===== config.mk =====
export PLATFORM = sky130hd
export DESIGN_NAME = i2c_stretch_target
export DESIGN_NICKNAME = d
export VERILOG_FILES = /design/src/rtl/i2c_tgt_pkg.sv /design/src/rtl/i2c_tgt_line_mon.sv /design/src/rtl/i2c_tgt_engine.sv /design/src/rtl/i2c_stretch_target.sv
export SDC_FILE = /design/constraint.sdc
export NUM_CORES = 1
export LEC_CHECK = 0
export BUFFER_PORTS_ARGS = -buffer_cell sky130_fd_sc_hd__buf_2
export CAP_MARGIN = 30
export CORE_MARGIN = 4
export CORE_UTILIZATION = 50
export CTS_CLUSTER_SIZE = 20
export DETAILED_ROUTE_END_ITERATION = 16
export PLACE_DENSITY_LB_ADDON = 0.2
export SLEW_MARGIN = 20
export SYNTH_ARGS = -nofsm -noshare
export SYNTH_HDL_FRONTEND = slang
export SYNTH_SLANG_ARGS = --single-unit

===== constraint.sdc =====
create_clock -name clk -period 2 [get_ports clk]
set_clock_uncertainty 0.05 [all_clocks]
set_input_delay 0.6 -clock clk [delete_from_list [all_inputs] [get_ports clk]]
set_output_delay 0.6 -clock clk [all_outputs]
set_load 0.01 [all_outputs]

===== src/rtl/i2c_tgt_pkg.sv =====
package i2c_tgt_pkg;

    localparam int BYTE_BITS = 8;

    typedef enum logic [3:0] {
        S_IDLE,
        S_ADDR,
        S_ADDR_ACK,
        S_WR_BITS,
        S_WR_ACK,
        S_WR_HOLD,
        S_RD_HOLD,
        S_RD_LOAD,
        S_RD_BITS,
        S_RD_ACK,
        S_PARK
    } tgt_state_e;

    typedef struct packed {
        logic sda;
        logic scl_rise;
        logic scl_fall;
        logic start;
        logic stop;
    } bus_ev_t;

    function automatic logic addr_hit(input logic [BYTE_BITS-1:0] first_byte,
                                      input logic [6:0] own);
        return first_byte[BYTE_BITS-1:1] == own;
    endfunction

    function automatic logic holds_clock(input tgt_state_e st);
        return (st == S_WR_HOLD) || (st == S_RD_HOLD) || (st == S_RD_LOAD);
    endfunction

endpackage


===== src/rtl/i2c_tgt_line_mon.sv =====
module i2c_tgt_line_mon
    import i2c_tgt_pkg::*;
#(
    parameter int SYNC_STAGES = 2
) (
    input  logic    clk,
    input  logic    rst,
    input  logic    scl_i,
    input  logic    sda_i,
    output bus_ev_t ev
);
    localparam int LINES = 2;

    logic [LINES-1:0] raw;
    logic [LINES-1:0] synced;
    logic [LINES-1:0] prev;

    assign raw = {scl_i, sda_i};

    for (genvar g = 0; g < LINES; g++) begin : g_line
        logic [SYNC_STAGES-1:0] chain;
        always_ff @(posedge clk) begin
            if (rst) chain <= '1;
            else     chain <= {chain[SYNC_STAGES-2:0], raw[g]};
        end
        assign synced[g] = chain[SYNC_STAGES-1];
    end

    always_ff @(posedge clk) begin
        if (rst) prev <= '1;
        else     prev <= synced;
    end

    logic scl_now, sda_now, scl_was, sda_was;
    assign scl_now = synced[1];
    assign sda_now = synced[0];
    assign scl_was = prev[1];
    assign sda_was = prev[0];

    always_comb begin
        ev.sda      = sda_now;
        ev.scl_rise = scl_now & ~scl_was;
        ev.scl_fall = ~scl_now & scl_was;
        ev.start    = scl_now & scl_was & sda_was & ~sda_now;
        ev.stop     = scl_now & scl_was & ~sda_was & sda_now;
    end

endmodule


===== src/rtl/i2c_tgt_engine.sv =====
module i2c_tgt_engine
    import i2c_tgt_pkg::*;
#(
    parameter logic [6:0] OWN_ADDR = 7'h2A
) (
    input  logic                 clk,
    input  logic                 rst,
    input  bus_ev_t              ev,
    input  logic                 rx_ready,
    input  logic [BYTE_BITS-1:0] tx_data,
    input  logic                 tx_valid,
    output tgt_state_e           state,
    output logic [BYTE_BITS-1:0] shreg,
    output logic                 sda_drv
);
    localparam int CNT_W = $clog2(BYTE_BITS + 1);
    localparam logic [CNT_W-1:0] FULL = CNT_W'(BYTE_BITS);
    localparam logic [CNT_W-1:0] LAST = CNT_W'(BYTE_BITS - 1);

    logic [CNT_W-1:0] cnt;
    logic             rd_dir;
    logic             mst_ack;

    always_ff @(posedge clk) begin
        if (rst) begin
            state   <= S_IDLE;
            shreg   <= '0;
            cnt     <= '0;
            sda_drv <= 1'b0;
            rd_dir  <= 1'b0;
            mst_ack <= 1'b0;
        end else if (ev.start) begin
            state   <= S_ADDR;
            cnt     <= '0;
            sda_drv <= 1'b0;
        end else if (ev.stop) begin
            state   <= S_IDLE;
            cnt     <= '0;
            sda_drv <= 1'b0;
        end else begin
            case (state)
                S_ADDR, S_WR_BITS: begin
                    if (ev.scl_rise && cnt != FULL) begin
                        shreg <= {shreg[BYTE_BITS-2:0], ev.sda};
                        cnt   <= cnt + 1'b1;
                    end else if (ev.scl_fall && cnt == FULL) begin
                        cnt <= '0;
                        if (state == S_WR_BITS) begin
                            sda_drv <= 1'b1;
                            state   <= S_WR_ACK;
                        end else if (addr_hit(shreg, OWN_ADDR)) begin
                            sda_drv <= 1'b1;
                            rd_dir  <= shreg[0];
                            state   <= S_ADDR_ACK;
                        end else begin
                            state <= S_PARK;
                        end
                    end
                end
                S_ADDR_ACK: begin
                    if (ev.scl_fall) begin
                        sda_drv <= 1'b0;
                        state   <= rd_dir ? S_RD_HOLD : S_WR_BITS;
                    end
                end
                S_WR_ACK: begin
                    if (ev.scl_fall) begin
                        sda_drv <= 1'b0;
                        state   <= S_WR_HOLD;
                    end
                end
                S_WR_HOLD: begin
                    if (rx_ready) state <= S_WR_BITS;
                end
                S_RD_HOLD: begin
                    if (tx_valid) begin
                        shreg   <= tx_data;
                        sda_drv <= ~tx_data[BYTE_BITS-1];
                        cnt     <= '0;
                        state   <= S_RD_LOAD;
                    end
                end
                S_RD_LOAD: state <= S_RD_BITS;
                S_RD_BITS: begin
                    if (ev.scl_fall) begin
                        if (cnt == LAST) begin
                            sda_drv <= 1'b0;
                            cnt     <= '0;
                            state   <= S_RD_ACK;
                        end else begin
                            shreg   <= {shreg[BYTE_BITS-2:0], 1'b0};
                            sda_drv <= ~shreg[BYTE_BITS-2];
                            cnt     <= cnt + 1'b1;
                        end
                    end
                end
                S_RD_ACK: begin
                    if (ev.scl_rise) mst_ack <= ~ev.sda;
                    else if (ev.scl_fall) state <= mst_ack ? S_RD_HOLD : S_PARK;
                end
                default: ;
            endcase
        end
    end

    // a STOP anywhere leaves the engine idle with SDA released
    a_r10_stop_idle: assert property (@(posedge clk) disable iff (rst)
        ev.stop |=> (state == S_IDLE && !sda_drv));

    // a START anywhere restarts address framing from bit zero
    a_r11_start_frames: assert property (@(posedge clk) disable iff (rst)
        ev.start |=> (state == S_ADDR && cnt == '0));

    // during read data, SDA drive moves only on a detected SCL fall
    a_r7_sda_steady: assert property (@(posedge clk) disable iff (rst)
        (state == S_RD_BITS && !ev.scl_fall && !ev.start && !ev.stop) |=> $stable(sda_drv));

    // an unaddressed target never pulls SDA
    a_r3_park_quiet: assert property (@(posedge clk) disable iff (rst)
        (state == S_PARK) |-> !sda_drv);

endmodule


===== src/rtl/i2c_stretch_target.sv =====
module i2c_stretch_target
    import i2c_tgt_pkg::*;
#(
    parameter logic [6:0] OWN_ADDR    = 7'h2A,
    parameter int         SYNC_STAGES = 2
) (
    input  logic       clk,
    input  logic       rst,
    input  logic       scl_i,
    input  logic       sda_i,
    output logic       scl_oe,
    output logic       sda_oe,
    output logic [7:0] rx_data,
    output logic       rx_valid,
    input  logic       rx_ready,
    input  logic [7:0] tx_data,
    input  logic       tx_valid,
    output logic       tx_ready
);
    bus_ev_t    ev;
    tgt_state_e st;
    logic [BYTE_BITS-1:0] shreg;
    logic       sda_drv;

    i2c_tgt_line_mon #(.SYNC_STAGES(SYNC_STAGES)) i_mon (
        .clk   (clk),
        .rst   (rst),
        .scl_i (scl_i),
        .sda_i (sda_i),
        .ev    (ev)
    );

    i2c_tgt_engine #(.OWN_ADDR(OWN_ADDR)) i_eng (
        .clk      (clk),
        .rst      (rst),
        .ev       (ev),
        .rx_ready (rx_ready),
        .tx_data  (tx_data),
        .tx_valid (tx_valid),
        .state    (st),
        .shreg    (shreg),
        .sda_drv  (sda_drv)
    );

    assign scl_oe   = holds_clock(st);
    assign sda_oe   = sda_drv;
    assign rx_data  = shreg;
    assign rx_valid = (st == S_WR_HOLD);
    assign tx_ready = (st == S_RD_HOLD);

    // an offered byte stays put until the local side takes it
    a_r5_rx_stable: assert property (@(posedge clk) disable iff (rst)
        (rx_valid && !rx_ready) |=> (rx_valid && $stable(rx_data)));

    // the request for a byte to send persists until one arrives
    a_r6_tx_wait: assert property (@(posedge clk) disable iff (rst)
        (tx_ready && !tx_valid) |=> (tx_ready && scl_oe));

endmodule


# Word level (Yosys, flattened, before mapping)
# Index checks and enable logic that the tools add are counted.
# word_totals
output_inout_bits	12
reg_bits	25
input_bits	14
# classes
reduce_logical	18
n_eq_ne	38
n_mux	37
bitwise	17
n_addsub	1
# op_table
operator	count
$mux 4	18
$mux 8	4
$pmux 4 s8	1
$ne 4x3->1 const B	6
$pmux 8 s3	1
$reduce_and 11->1	2
$reduce_and 7->1	3
$eq 4x3->1 const B	5
$ne 2x1->1 const B	9
$eq 4x4->1 const B	3
$ne 4x4->1 const B	3
$pmux 4 s3	1
$mux 1	10
$not 1->1	10
$reduce_bool 10->1	1
$eq 4x2->1 const B	2
$ne 2x2->1 const B	4
$reduce_and 4->1	2
$reduce_bool 8->1	1
$and 1x1->1	7
$eq 7x6->1 const B	1
$ne 3x1->1 const B	2
$add 4x1->4 const B	1
$eq 4x1->1 const B	1
other kinds (10)	13

# Logic depth before layout (Yosys ltp)
# depth
ltp_word	8
ltp_mapped	8
depth_no_buf	7

# Modules after synthesis
# A second synthesis with hierarchy kept.
# unflattened
hier_cells	199
hier_area_um2	1656.6
# by_module_without_submodules
module	seq_area_each_um2	n_inst	area_each_um2	cells_each
i2c_tgt_engine	380.4	1	1412.6	177
i2c_tgt_line_mon	120.1	1	197.7	17
i2c_stretch_target	0.0	1	46.3	5

# Worst setup path after synthesis
# OpenSTA, ideal clock, no wires.
# synth_timing
path_kind	register -> register
from	register i_eng.state[2]
to	register i_eng.shreg[6]
setup_slack_ns	0.104
path_stages_with_launch	8
n_path_buf	3
arrival_ns	1.766
cell_sequence	dfxtp_1 -> buf_6 -> or3b_1 -> buf_6 -> a2111oi_4 -> buf_6 -> nor2_2 -> a211oi_2
# synth_between
elab_chain_cells	4
word_cells_on_any_way	12
classes_between	8 x eq/ne; 1 x mux; 3 x reduce/logical
# synth_lines
element	line_no	text
start, declared	i2c_tgt_engine.sv:12	output tgt_state_e state,
start signal, assigned	i2c_tgt_engine.sv:63	state <= rd_dir ? S_RD_HOLD : S_WR_BITS;
start signal, assigned	i2c_tgt_engine.sv:99	else if (ev.scl_fall) state <= mst_ack ? S_RD_HOLD : S_PARK;
$eq 4x1->1 or $eq 4x2->1 (tied branches)	i2c_tgt_engine.sv:41	case (state)
$reduce_or 2->1	i2c_tgt_engine.sv:41	
$ne 2x1->1 (no source line) or $reduce_bool 3->1 (tied branches)	-	
$reduce_and 7->1 (no source line)	-	
end signal, assigned	i2c_tgt_engine.sv:44	shreg <= {shreg[BYTE_BITS-2:0], ev.sda};
end signal, assigned	i2c_tgt_engine.sv:77	shreg <= tx_data;
end signal, assigned	i2c_tgt_engine.sv:91	shreg <= {shreg[BYTE_BITS-2:0], 1'b0};
end, declared	i2c_tgt_engine.sv:13	output logic [BYTE_BITS-1:0] shreg,
# Several ways; a longest one is shown, not always the timed one.
# A chain may end at the register's enable or synchronous reset.

# Final worst setup path
# layout_timing
from	register i_eng.cnt[0]
to	register i_eng.cnt[2]
# layout_between
elab_chain_cells	4
word_cells_on_any_way	12
classes_between	1 x add/sub; 4 x eq/ne; 4 x mux; 3 x reduce/logical
# layout_lines
element	line_no	text
start, declared	i2c_tgt_engine.sv:20	logic [CNT_W-1:0] cnt;
start signal, assigned	i2c_tgt_engine.sv:45	cnt <= cnt + 1'b1;
start signal, assigned	i2c_tgt_engine.sv:93	cnt <= cnt + 1'b1;
$add 4x1->4 (tied with other cells)	i2c_tgt_engine.sv:45, i2c_tgt_engine.sv:93	
$mux 4 (tied with other cells)	i2c_tgt_engine.sv:86	if (cnt == LAST) begin
$mux 4 (tied with other cells)	i2c_tgt_engine.sv:85	if (ev.scl_fall) begin
$pmux 4 s3 or $reduce_and 4->1 (tied branches)	-	
# Several ways; a longest one is shown, not always the timed one. The select of a mux whose other input is x is not followed.

==> impl_metrics.toml <==
[grt]
grt_max_degree = 17
grt_overflow = 0
grt_pass1_vias = 1519
antenna_found_initial = 0
grt_pass1_wl_mm = 7.086
grtUsageTotal = 0.2118

[worst_setup_path]
cp-end-kind = "flip-flop"
cp_data_required_time_ps = 2170
cp_max_fo = 5
start_kind = "flip-flop"
crit_arrival_ps = 2180
ff2ff_path_depth = 7
crit_type = "reg2reg"

[timing]
rsz0062_at_grt = "yes"
min_period_ps = 2010
report.final.slew_viol_count = 0
hold_ws_ps = 379.5
finalCritPeriodShare = 1.005
hold_viol_final = 0
tightest_slew_ps = 726.1
setup_ws_ps = -10.21
fmax_ghz = 0.4975
setup_viol = 1
relSlewSlack = 0.5108

[cts]
clock_path_buffers = 2
cts_root_buf = "clkbuf_4"
clk_pin_slew_worst_paths_ps = 130
cts-hold-fix-buffers = 0
cts.sinks = 25
clk_latency_ps = 320
h-tree-depth = 1
numCtsBuffers = 3
cts_tree = "built"

[worst_hold_path]
hold_path_depth = 1
min_path_type = "reg2reg"

[synth]
synth_fp_nets = 198
synth_edf_count = 0
yosysWarnings = 0
synthTopCellsByArea = "dfxtp_1 31%, mux2i_1 6.8%, o21ai_0 3.7%"
ys_ff_latch = 25
avgSynthCellArea_um2 = 8.889
synth_top_area_cell = "dfxtp_1"
syn-cell-area_um2 = 1618
async_reset_ff_frac = 0
synth_cells = 182
synthFlopType = "dfxtp_1"
synth-seq-area-share = 0.3094
synth_top_area_frac = 0.3094
ys_types = 54

[die]
start_util = 0.5256
die_x_um = 64.88
dieArea_um2 = 4209
rows = 20
die_h_um = 64.88
core_area_um2 = 3078
io_pins = 26

[detailed_routing]
via_per_inst = 5.931
wl_per_cell_um = 16.57
route.detailed.drc = 0
postRouteAntennaNets = 0
vias = 1643
firstDrtPassIters = 4
drt_iter0_markers = 126
wl_mm = 4.589

[layout]
area_growth_pct = 33.95
nFillCells = 228
diodes = 0
final_net_count = 250
drive_gt1_frac = 0.4292
final_cell_mix = "25 x buf_2, 25 x buf_4, 19 x dfxtp_1, 15 x nor2_1"
finish.utilization = 0.7041

[run_status]
outcome = "finished with violations"
violations = "setup timing"

[place]
routabilityCongestion = 1.056
port_buffers = 25
place_ws_ps = -119.5
dp_hpwl_mm = 3.133

[power_and_ir_drop]
ir_worst_vdd_uv = 319.0
p_leak_nw = 0.8400
power_density_nw_per_um2 = 451.6

[flow_run]
max_cap_viol_count = 0
cell usage after synthesis (all sizes together), types with 2 or more instances:
| cell type | instances |
|---|---|
| nand2b | 5 |
| clkbuf | 6 |
| or2 | 5 |
| nor3 | 4 |
| nor4b | 2 |
| ha | 2 |
| mux2i | 11 |
| a221oi | 2 |
| a211oi | 9 |
| nor2b | 5 |
| nor2 | 18 |
| or3 | 2 |
| buf | 5 |
| o311ai | 2 |
| o211ai | 2 |
| xnor2 | 2 |
| a21oi | 9 |
| nand3b | 2 |
| a21boi | 3 |
| dfxtp | 25 |
| a311oi | 2 |
| nor3b | 3 |
| and3b | 2 |
| a21o | 2 |
| nand2 | 9 |
| nand3 | 5 |
| or3b | 4 |
| o21ai | 12 |
| inv | 6 |
critical path, cell delays in order, from the launching register on:
cell and delay, ps:
dfxtp_2 350, inv_2 80, ha_4 140, nand3b_4 100, or3b_4 430, a221oi_4 360
mux2i_1 170, a311oi_1 250
sequential cells by signal, indices dropped and copies added, names as in the netlist:
| signal | flops |
|---|---|
| i_eng.state | 4 |
| i_eng.shreg | 8 |
| i_eng.cnt | 4 |
| i_mon.g_line.chain | 4 |
| i_mon.prev | 2 |
| i_eng.rd_dir | 1 |
| i_eng.sda_drv | 1 |
| i_eng.mst_ack | 1 |
worst paths after layout:
check	from	slack (ps)	end
worst max-delay path	i_eng.cnt[0]	-10	i_eng.cnt[2]
worst max register to register	i_eng.cnt[0]	-10	i_eng.cnt[2]
worst min-delay path	i_mon.g_line[1].chain[0]	380	i_mon.g_line[1].chain[1]
worst min register to register	i_mon.g_line[1].chain[0]	380	i_mon.g_line[1].chain[1]
routing by layer:
metal | track usage | share of wire | up-vias
met5 | 0 | 0 | -
met4 | 0.06860 | 0.031 | 0
met3 | 0.02773 | 0.052 | 16
met2 | 0.3806 | 0.49 | 65
met1 | 0.2580 | 0.43 | 786
li1 | - | - | 776
final cells by class:
class	count	area (µm²)	share of cell area
multi-input combinational	140	1109	0.5115
sequential	25	518.0	0.2390
timing repair buffer	58	436.7	0.2015
tap	44	55.05	0.02540
clock buffer	4	26.28	0.01212
inverter	6	22.52	0.01039
through the flow:
| stage | power [mW] | area [µm²] | TNS, ps | cells |
|---|---|---|---|---|
| after floorplan | 0.6578 | 1618 | 0 | 182 |
| after global placement | 0.7171 | 1891 | 0 | 258 |
| after detailed placement | 0.7215 | 1891 | -168.7 | 258 |
| after CTS | 0.9497 | 1968 | 0 | 264 |
| after global routing | 1.025 | 2167 | -680.6 | 277 |
| final | 0.9786 | 2167 | -10.21 | 277 |
power breakdown:
part | switching (mW) | leakage, nW | total, mW | internal [mW]
Combinational | 0.107 | 0.618 | 0.213 | 0.106
Clock | 0.156 | 0.0150 | 0.235 | 0.0780
Sequential | 0.0182 | 0.207 | 0.531 | 0.513
cells by family (layout without fill, tap and decap cells):
| family | after synthesis | after routing | synth area share |
|---|---|---|---|
| compound gates | 54 | 54 | 0.2715 |
| xor+xnor | 2 | 2 | 0.01083 |
| fa+ha+maj | 2 | 2 | 0.01547 |
| buf+inv | 17 | 68 | 0.05568 |
| flops | 25 | 25 | 0.3094 |
| mux | 11 | 11 | 0.06806 |
| simple gates | 71 | 71 | 0.2691 |
timing repair:
item                       4_1_cts  5_1_grt
pin swaps                        4       10
gates resized for setup         15       21
gates cloned                     0        1
setup endpoints to repair       11       16
setup buffers                    2       12
(Power assumes the default switching activity.)
